==> config.mk <==
export PLATFORM = sky130hd
export DESIGN_NAME = i2c_xfer_seq
export DESIGN_NICKNAME = d
export VERILOG_FILES = /design/src/rtl/i2c_xfer_seq.sv
export SDC_FILE = /design/constraint.sdc
export NUM_CORES = 1
export LEC_CHECK = 0
export ABC_AREA = 1
export CELL_PAD_IN_SITES_DETAIL_PLACEMENT = 1
export CELL_PAD_IN_SITES_GLOBAL_PLACEMENT = 2
export CORE_ASPECT_RATIO = 0.7
export CORE_MARGIN = 4
export CORE_UTILIZATION = 22
export CTS_BUF_LIST = sky130_fd_sc_hd__clkbuf_8
export DETAILED_ROUTE_END_ITERATION = 7
export PLACE_DENSITY = 0.91
export SLEW_MARGIN = 20
export SYNTH_ARGS = -nofsm -noshare
export SYNTH_HDL_FRONTEND = slang
export SYNTH_SLANG_ARGS = --single-unit
==> constraint.sdc <==
create_clock -name clk -period 2.65 [get_ports clk]
set_input_delay 0.265 -clock clk [delete_from_list [all_inputs] [get_ports clk]]
set_output_delay 0.265 -clock clk [all_outputs]
set_load 0.01 [all_outputs]
==> src/rtl/i2c_xfer_seq.sv <==
module i2c_xfer_seq #(
  parameter int CNT_W = 16,
  parameter int AW    = 7,
  parameter int DEPTH = 4,
  parameter int LVL_W = $clog2(DEPTH + 1)
) (
  input  logic             clk,
  input  logic             rst_n,
  input  logic             ctl_we,
  input  logic [15:0]      ctl_wdata,
  input  logic             cnt_we,
  input  logic [CNT_W-1:0] cnt_wdata,
  input  logic [AW-1:0]    tgt_addr,
  input  logic             data_touch,
  input  logic [4:0]       stat_clr,
  output logic [15:0]      ctl_q,
  output logic [CNT_W-1:0] cnt_live,
  output logic [4:0]       stat,
  output logic             req_valid,
  output logic [1:0]       req_kind,
  output logic [AW-1:0]    req_addr,
  output logic             req_read,
  output logic [7:0]       req_wdata,
  input  logic             eng_done,
  input  logic             eng_ack,
  input  logic [7:0]       eng_rdata,
  input  logic [LVL_W-1:0] tx_level,
  input  logic [7:0]       tx_byte,
  output logic             tx_pop,
  output logic             tx_flush,
  input  logic [LVL_W-1:0] rx_level,
  output logic             rx_push,
  output logic [7:0]       rx_byte
);

  localparam int B_EN  = 15;
  localparam int B_MST = 10;
  localparam int B_TX  = 9;
  localparam int B_RPT = 2;
  localparam int B_STP = 1;
  localparam int B_STT = 0;
  localparam logic [15:0] CTL_KEEP = 16'hCF86;
  localparam logic [LVL_W-1:0] FULL = LVL_W'(DEPTH);
  localparam logic [CNT_W-1:0] ONE = CNT_W'(1);

  localparam int S_NACK = 1;
  localparam int S_ARDY = 2;
  localparam int S_RRDY = 3;
  localparam int S_XRDY = 4;

  typedef enum logic [2:0] {
    ST_IDLE, ST_ADDR, ST_RUN, ST_SEND, ST_RECV, ST_STOP
  } seq_state_t;

  seq_state_t state;
  logic [15:0]      ctl;
  logic [CNT_W-1:0] cnt_q;
  logic [CNT_W-1:0] live;
  logic             open_xfer;

  wire abort = ctl_we && !ctl_wdata[B_EN];
  wire go    = ctl_we && ctl_wdata[B_EN] && ctl_wdata[B_MST] &&
               ctl_wdata[B_STT] && state == ST_IDLE;
  wire tx_has   = tx_level != '0;
  wire rx_room  = rx_level < FULL;

  assign ctl_q     = ctl;
  assign cnt_live  = live;
  assign req_valid = state == ST_ADDR || state == ST_SEND ||
                     state == ST_RECV || state == ST_STOP;
  assign req_kind  = state == ST_SEND ? 2'd1 :
                     state == ST_RECV ? 2'd2 :
                     state == ST_STOP ? 2'd3 : 2'd0;
  assign req_addr  = tgt_addr;
  assign req_read  = !ctl[B_TX];
  assign req_wdata = tx_byte;
  assign rx_byte   = eng_rdata;
  assign tx_pop    = state == ST_SEND && eng_done;
  assign rx_push   = state == ST_RECV && eng_done;
  assign tx_flush  = state == ST_STOP && eng_done;

  always_ff @(posedge clk) begin
    if (!rst_n) begin
      state     <= ST_IDLE;
      ctl       <= '0;
      cnt_q     <= '0;
      live      <= '0;
      open_xfer <= 1'b0;
      stat      <= '0;
    end else begin
      stat <= stat & ~stat_clr;
      stat[0] <= 1'b0;

      case (state)
        ST_IDLE: begin
          if (go)
            state <= ST_ADDR;
          else if (data_touch && open_xfer)
            state <= ST_RUN;
        end
        ST_ADDR: begin
          if (eng_done) begin
            if (eng_ack) begin
              open_xfer <= 1'b1;
              live      <= cnt_q;
              state     <= ST_RUN;
            end else begin
              stat[S_NACK] <= 1'b1;
              ctl[B_STP]   <= 1'b0;
              open_xfer    <= 1'b0;
              state        <= ST_IDLE;
            end
          end
        end
        ST_RUN: begin
          if (ctl[B_RPT]) begin
            if (ctl[B_STP])
              state <= ST_STOP;
            else if (ctl[B_TX]) begin
              if (tx_has) state <= ST_SEND;
              else begin
                stat[S_XRDY] <= 1'b1;
                state        <= ST_IDLE;
              end
            end else begin
              if (rx_room) state <= ST_RECV;
              else begin
                stat[S_RRDY] <= 1'b1;
                state        <= ST_IDLE;
              end
            end
          end else if (live == '0) begin
            if (ctl[B_TX]) stat[S_XRDY] <= 1'b0;
            else           stat[S_RRDY] <= rx_level != '0;
            if (ctl[B_STP])
              state <= ST_STOP;
            else begin
              stat[S_ARDY] <= 1'b1;
              ctl[B_MST]   <= 1'b0;
              state        <= ST_IDLE;
            end
          end else if (ctl[B_TX]) begin
            if (tx_has) state <= ST_SEND;
            else begin
              stat[S_XRDY] <= 1'b1;
              state        <= ST_IDLE;
            end
          end else begin
            if (rx_room) state <= ST_RECV;
            else begin
              stat[S_RRDY] <= 1'b1;
              state        <= ST_IDLE;
            end
          end
        end
        ST_SEND: begin
          if (eng_done) begin
            if (!ctl[B_RPT]) live <= live - ONE;
            if (eng_ack)
              state <= ST_RUN;
            else begin
              stat[S_NACK] <= 1'b1;
              stat[S_XRDY] <= 1'b0;
              ctl[B_STP]   <= 1'b0;
              state        <= ST_IDLE;
            end
          end
        end
        ST_RECV: begin
          if (eng_done) begin
            if (!ctl[B_RPT]) live <= live - ONE;
            stat[S_RRDY] <= 1'b1;
            state        <= ST_RUN;
          end
        end
        ST_STOP: begin
          if (eng_done) begin
            ctl[B_STP] <= 1'b0;
            live       <= cnt_q;
            open_xfer  <= 1'b0;
            state      <= ST_IDLE;
          end
        end
        default: state <= ST_IDLE;
      endcase

      if (cnt_we) cnt_q <= cnt_wdata;
      if (ctl_we) ctl <= ctl_wdata & CTL_KEEP;
      if (abort) begin
        state     <= ST_IDLE;
        open_xfer <= 1'b0;
      end
    end
  end

  a_r12_abort_withdraws: assert property (@(posedge clk) disable iff (!rst_n)
    abort |=> !req_valid);

  a_r2_start_reads_zero: assert property (@(posedge clk) disable iff (!rst_n)
    ctl_we |=> !ctl_q[B_STT]);

  a_r5_pop_needs_byte: assert property (@(posedge clk) disable iff (!rst_n)
    tx_pop |-> tx_has);

  a_r6_push_needs_room: assert property (@(posedge clk) disable iff (!rst_n)
    rx_push |-> rx_room);

  a_r10_data_nack_flags: assert property (@(posedge clk) disable iff (!rst_n)
    (state == ST_SEND && eng_done && !eng_ack && !ctl_we) |=>
      (stat[S_NACK] && !ctl_q[B_STP]));

  a_r5_live_steps_down: assert property (@(posedge clk) disable iff (!rst_n)
    (cnt_live != $past(cnt_live)) |->
      (cnt_live == $past(cnt_live) - ONE || cnt_live == $past(cnt_q)));

endmodule

; Word level (Yosys, flattened, before mapping)
; Index checks and enable logic that the tools add are counted.
[totals]
ff_bits = 50
out_inout_bits = 67
input_bits = 73
[classes]
add_sub_neg = 1
n_mux = 56
n_reduce_logical = 31
bitwise = 3
order_cmp = 1
eq_ne = 18
[op_table]
columns = operator, n
row1 = $mux 16, 5
row2 = $pmux 16 s3, 1
row3 = $mux 3, 11
row4 = $mux 1, 25
row5 = $logic_not 16->1, 1
row6 = $mux 2, 8
row7 = $sub 16x1->16 const B, 1
row8 = $pmux 3 s5, 1
row9 = $ne 2x2->1 const B, 7
row10 = $reduce_and 4->1, 3
row11 = $reduce_bool 3->1, 4
row12 = $mux 11, 1
row13 = $logic_and 1x1->1, 9
row14 = $pmux 1 s2, 4
row15 = $eq 3x2->1 const B, 2
row16 = $eq 3x3->1 const B, 2
row17 = $ne 3x3->1 const B, 2
row18 = $reduce_and 6->1, 1
row19 = $reduce_bool 2->1, 3
row20 = $reduce_or 2->1, 3
row21 = $and 5x5->5, 1
row22 = $not 5->5, 1
row23 = $ne 2x1->1 const B, 2
row24 = $eq 3x1->1 const B, 1
row25 = other kinds (8), 11

; Longest topological paths before layout
[depth]
ltp_word = 7
mapped_depth = 12
ltp_nobuf = 12

; Least setup slack after synthesis
; Ideal clock, no wire load.
[synth_path]
path_kind = reg-to-reg
startpoint = register live[0], in the netlist cnt_live[0]
endpoint = register ctl[10], in the netlist ctl_q[10]
period_less_slack_ns = 1.422
n_path_buf = 0
arrival_ns = 1.290
stages_incl_launch_ff = 10
t_required_ns = 2.518
path_slack_ns = 1.228
cell_sequence = dfxtp_1 inv_1 ha_1 nand2_1 nor2_1 nand3_1 nor2_1 nand2_1 nand3_1 a21oi_1
[synth_via]
elab_chain_len = 3
[synth_rtl]
columns = element, line
row1 = from (decl), 58  ; logic [CNT_W-1:0] live;
row2 = from (signal assigned), 105  ; live <= cnt_q;
row3 = from (signal assigned), 158  ; if (!ctl[B_RPT]) live <= live - ONE;
row4 = from (signal assigned), 171  ; if (!ctl[B_RPT]) live <= live - ONE;
row5 = $logic_not 16->1, 132  ; end else if (live == '0) begin
row6 = $reduce_bool 2->1 (no source line), n/a
row7 = $reduce_and 4->1 (no source line), n/a
row8 = to (signal assigned), 188  ; if (ctl_we) ctl <= ctl_wdata & CTL_KEEP;
row9 = to (decl), 56  ; logic [15:0] ctl;
; Every way passes these cells.
; A chain may end at the register's enable or synchronous reset.

; Final worst setup path
[layout_path]
startpoint = register state[0]
endpoint = output port rx_push
[layout_via]
elab_chain_len = 2
[layout_rtl]
columns = element, line
row1 = from (decl), 55  ; seq_state_t state;
row2 = from (signal assigned), 84  ; state <= ST_IDLE;
row3 = from (signal assigned), 97  ; state <= ST_ADDR;
row4 = from (signal assigned), 99  ; state <= ST_RUN;
row5 = $eq 3x3->1, 79  ; assign rx_push = state == ST_RECV && eng_done;
row6 = $logic_and 1x1->1, 79
row7 = to (decl), 32  ; output logic rx_push,
; Every way passes these cells.

==> results.ini <==
[outcome]
status = finished clean

[layout]
final_cells = 643
mostFrequentLayoutCells = nand2_1 (88), nor2_1 (84), clkdlybuf4s50_1 (78), dfxtp_1 (49), o21ai_0 (42)
multi_input_area_sq_um = 1360
num-fill-cells = 1532
area_growth_pct = 30.8
diodes = 0
drive_above_1_share_pct = 4.12
nets = 559
mostFrequentLayoutCell = nand2_1
seqCellArea_sq_um = 981

[synthesis]
synth_top_area_share_pct = 35.5
syn_inst = 431
ys_seq_area_share_pct = 35.5
netlist_area_sq_um = 2760
ys_ff_latch = 49
syn_avg_cell_area_sq_um = 6.40
yosys_warnings = 0
ys_top_cells_by_area = dfxtp_1 (36%), nand2_1 (12%), nor2_1 (11%)
netlist-cell-type-count = 28
synth_area_leader_cell = dfxtp_1

[clocking]
cts_root_buffer = clkbuf_8
clock_latency_ns = 0.32
cts_sinks = 49
cts_inserted_buffers = 5
cts.repair.resized = 0
path_clk_slew_ns = 0.12
postCtsSetupBuffers = 0
ctsHoldBuffers = 0
cts_tree = done
clock_path_buffers = 2
htreeDepth = 2

[floorplanning]
design.die.area_sq_um = 14400
core_sq_um = 12000
die_x_um = 142
io_pins = 140
initial_core_util_pct = 23.1
rows = 33
die_h_um = 102

[route]
vias_per_cell = 4.53
drc = 0
dr_total_vias = 2912
drt-initial-drc-count = 139
drt_wl_total_um = 9400
routedWlPerCell_um = 14.6
drt_first_pass_iters = 4
ant_nets = 0

[timing]
worstMarginPinSlew_ns = 0.699
rsz0062_at_grt = no
setup_violations = 0
slew_violations = 0
relSlewSlack_pct = 52.9
skew_ns = 0.0179
finalHoldViolCount = 0
finalSetupTns_ns = 0
period_share_pct = 85.0
fin_crit_ns = 2.25
fmax_mhz = 444

[critical_path]
cp.required_ns = 2.38
cp_data_arrival_time_ns = 1.99
crit_path_end_kind = primary output
critPathKind = flop to primary output
crit_fanout = 6
start_kind = flop

[pwr]
p_seq_share_pct = 43.8
switching_share_pct = 35.8
clock_power_share_pct = 26.7
p_total_w = 0.00189
ir_drop_uv = 210
p_int_w = 0.00121
p_leak_nw = 1.52
power.density_nw_per_um2 = 523
switchingPower_w = 0.000677
comb_power_share_pct = 29.5

[place]
portBuffers = 78
gp_congestion = 0.899
hpwl_um = 7430
dp_cells = 635

[grt]
grt_usage_pct = 13.2
overflow = 0
antenna_found_initial = 0
grt_max_degree = 25
grt_pass1_wl_um = 15300
grt_pass1_vias = 2953

[worst_hold_path]
hp-class = flop to flop

[job]
maxCapViolations = 0

## routing by layer
metal	GRT usage (%)	part of all wire, %	up-vias	routed length (um)
li1	-	-	1448	-
met1	19.0	52	1369	4920
met2	19.8	41	77	3880
met3	3.07	5.0	18	468
met4	3.47	1.3	0	123
met5	0	0	-	0
## critical path: stages, from the launching register on
cell	delay, ns
dfxtp_1	0.39
nor2_1	0.25
nand2_1	0.14
nor2_1	0.27
clkdlybuf4s50_1	0.62
## layout make-up
cell class | instances | area share (%)
clock buffers | 5 | 1.91
flip-flops and latches | 49 | 27.2
repair buffers | 84 | 22.9
well taps | 157 | 5.44
inverters | 41 | 4.26
multi-input cells | 304 | 37.6
clock inverters | 3 | 0.797
## worst paths after layout
| check | slack, ns | depth (start not counted) | from | to |
|---|---|---|---|---|
| setup reg to reg | 0.72 | 8 | state[2] | cnt_live[5] |
| hold / removal | 0.47 | 2 | stat[1] | stat[1] |
| hold reg to reg | 0.47 | 2 | stat[1] | stat[1] |
| setup / recovery | 0.40 | 4 | state[0] | rx_push |
## registers in the layout (all words and copies together), names as in the netlist
register / cells
state: 3
open_xfer: 1
cnt_q: 16
ctl_q: 9
stat: 4
cnt_live: 16
## kinds of logic after synthesis
kind of cell	Yosys count	synth area share [%]
other	1	0.136
AND/OR/NAND/NOR	209	30.6
XOR/XNOR	1	0.317
multiplexers	1	0.363
buffers and inverters	85	16.3
adder cells (fa/ha/maj)	1	0.453
flip-flops	49	35.5
AO/OA/AOI/OAI	84	16.3
## stage by stage
stage / utilization [%] / setup slack (ns) / hold WS, ns / area (sq um)
6_report: 30.2 / 0.397 / 0.474 / 3610
5_1_grt: 30.2 / 0.303 / 0.505 / 3610
4_1_cts: 30.2 / 0.454 / 0.477 / 3610
3_5_place_dp: 29.3 / 0.490 / 0.459 / 3510
3_3_place_gp: 29.3 / 0.540 / 0.451 / 3510
2_1_floorplan: - / 1.23 / 0.400 / 2790
## Yosys cell counts
| cell type | count |
|---|---|
| o21ai_2 | 1 |
| buf_4 | 31 |
| inv_1 | 40 |
| clkbuf_1 | 6 |
| nor3_1 | 2 |
| nor2_1 | 84 |
| o21a_1 | 1 |
| nor2_2 | 2 |
| xor2_1 | 1 |
| conb_1 | 1 |
| a21boi_0 | 1 |
| buf_2 | 5 |
| buf_1 | 1 |
| nand2_1 | 88 |
| dfxtp_1 | 49 |
| nor4_1 | 1 |
| nand2_2 | 1 |
| ha_1 | 1 |
| clkinv_1 | 1 |
| nand4_1 | 4 |
| nand3_1 | 24 |
| buf_6 | 1 |
| o211ai_1 | 8 |
| or2_2 | 2 |
| o21ai_0 | 42 |
| a21oi_1 | 31 |
| mux2i_1 | 1 |
| nand3b_1 | 1 |
## power groups by stage
stage | logic, W | clock network [W] | registers (W)
after detailed placement | 0.000559 | 0 | 0.000844
after global placement | 0.000545 | 0 | 0.000841
after floorplan | 0.000371 | 0 | 0.000839
after CTS | 0.000563 | 0.000524 | 0.000828
final | 0.000557 | 0.000504 | 0.000828
after global routing | 0.000635 | 0.000554 | 0.000836
No activity file was read; power rests on OpenSTA's default activity.
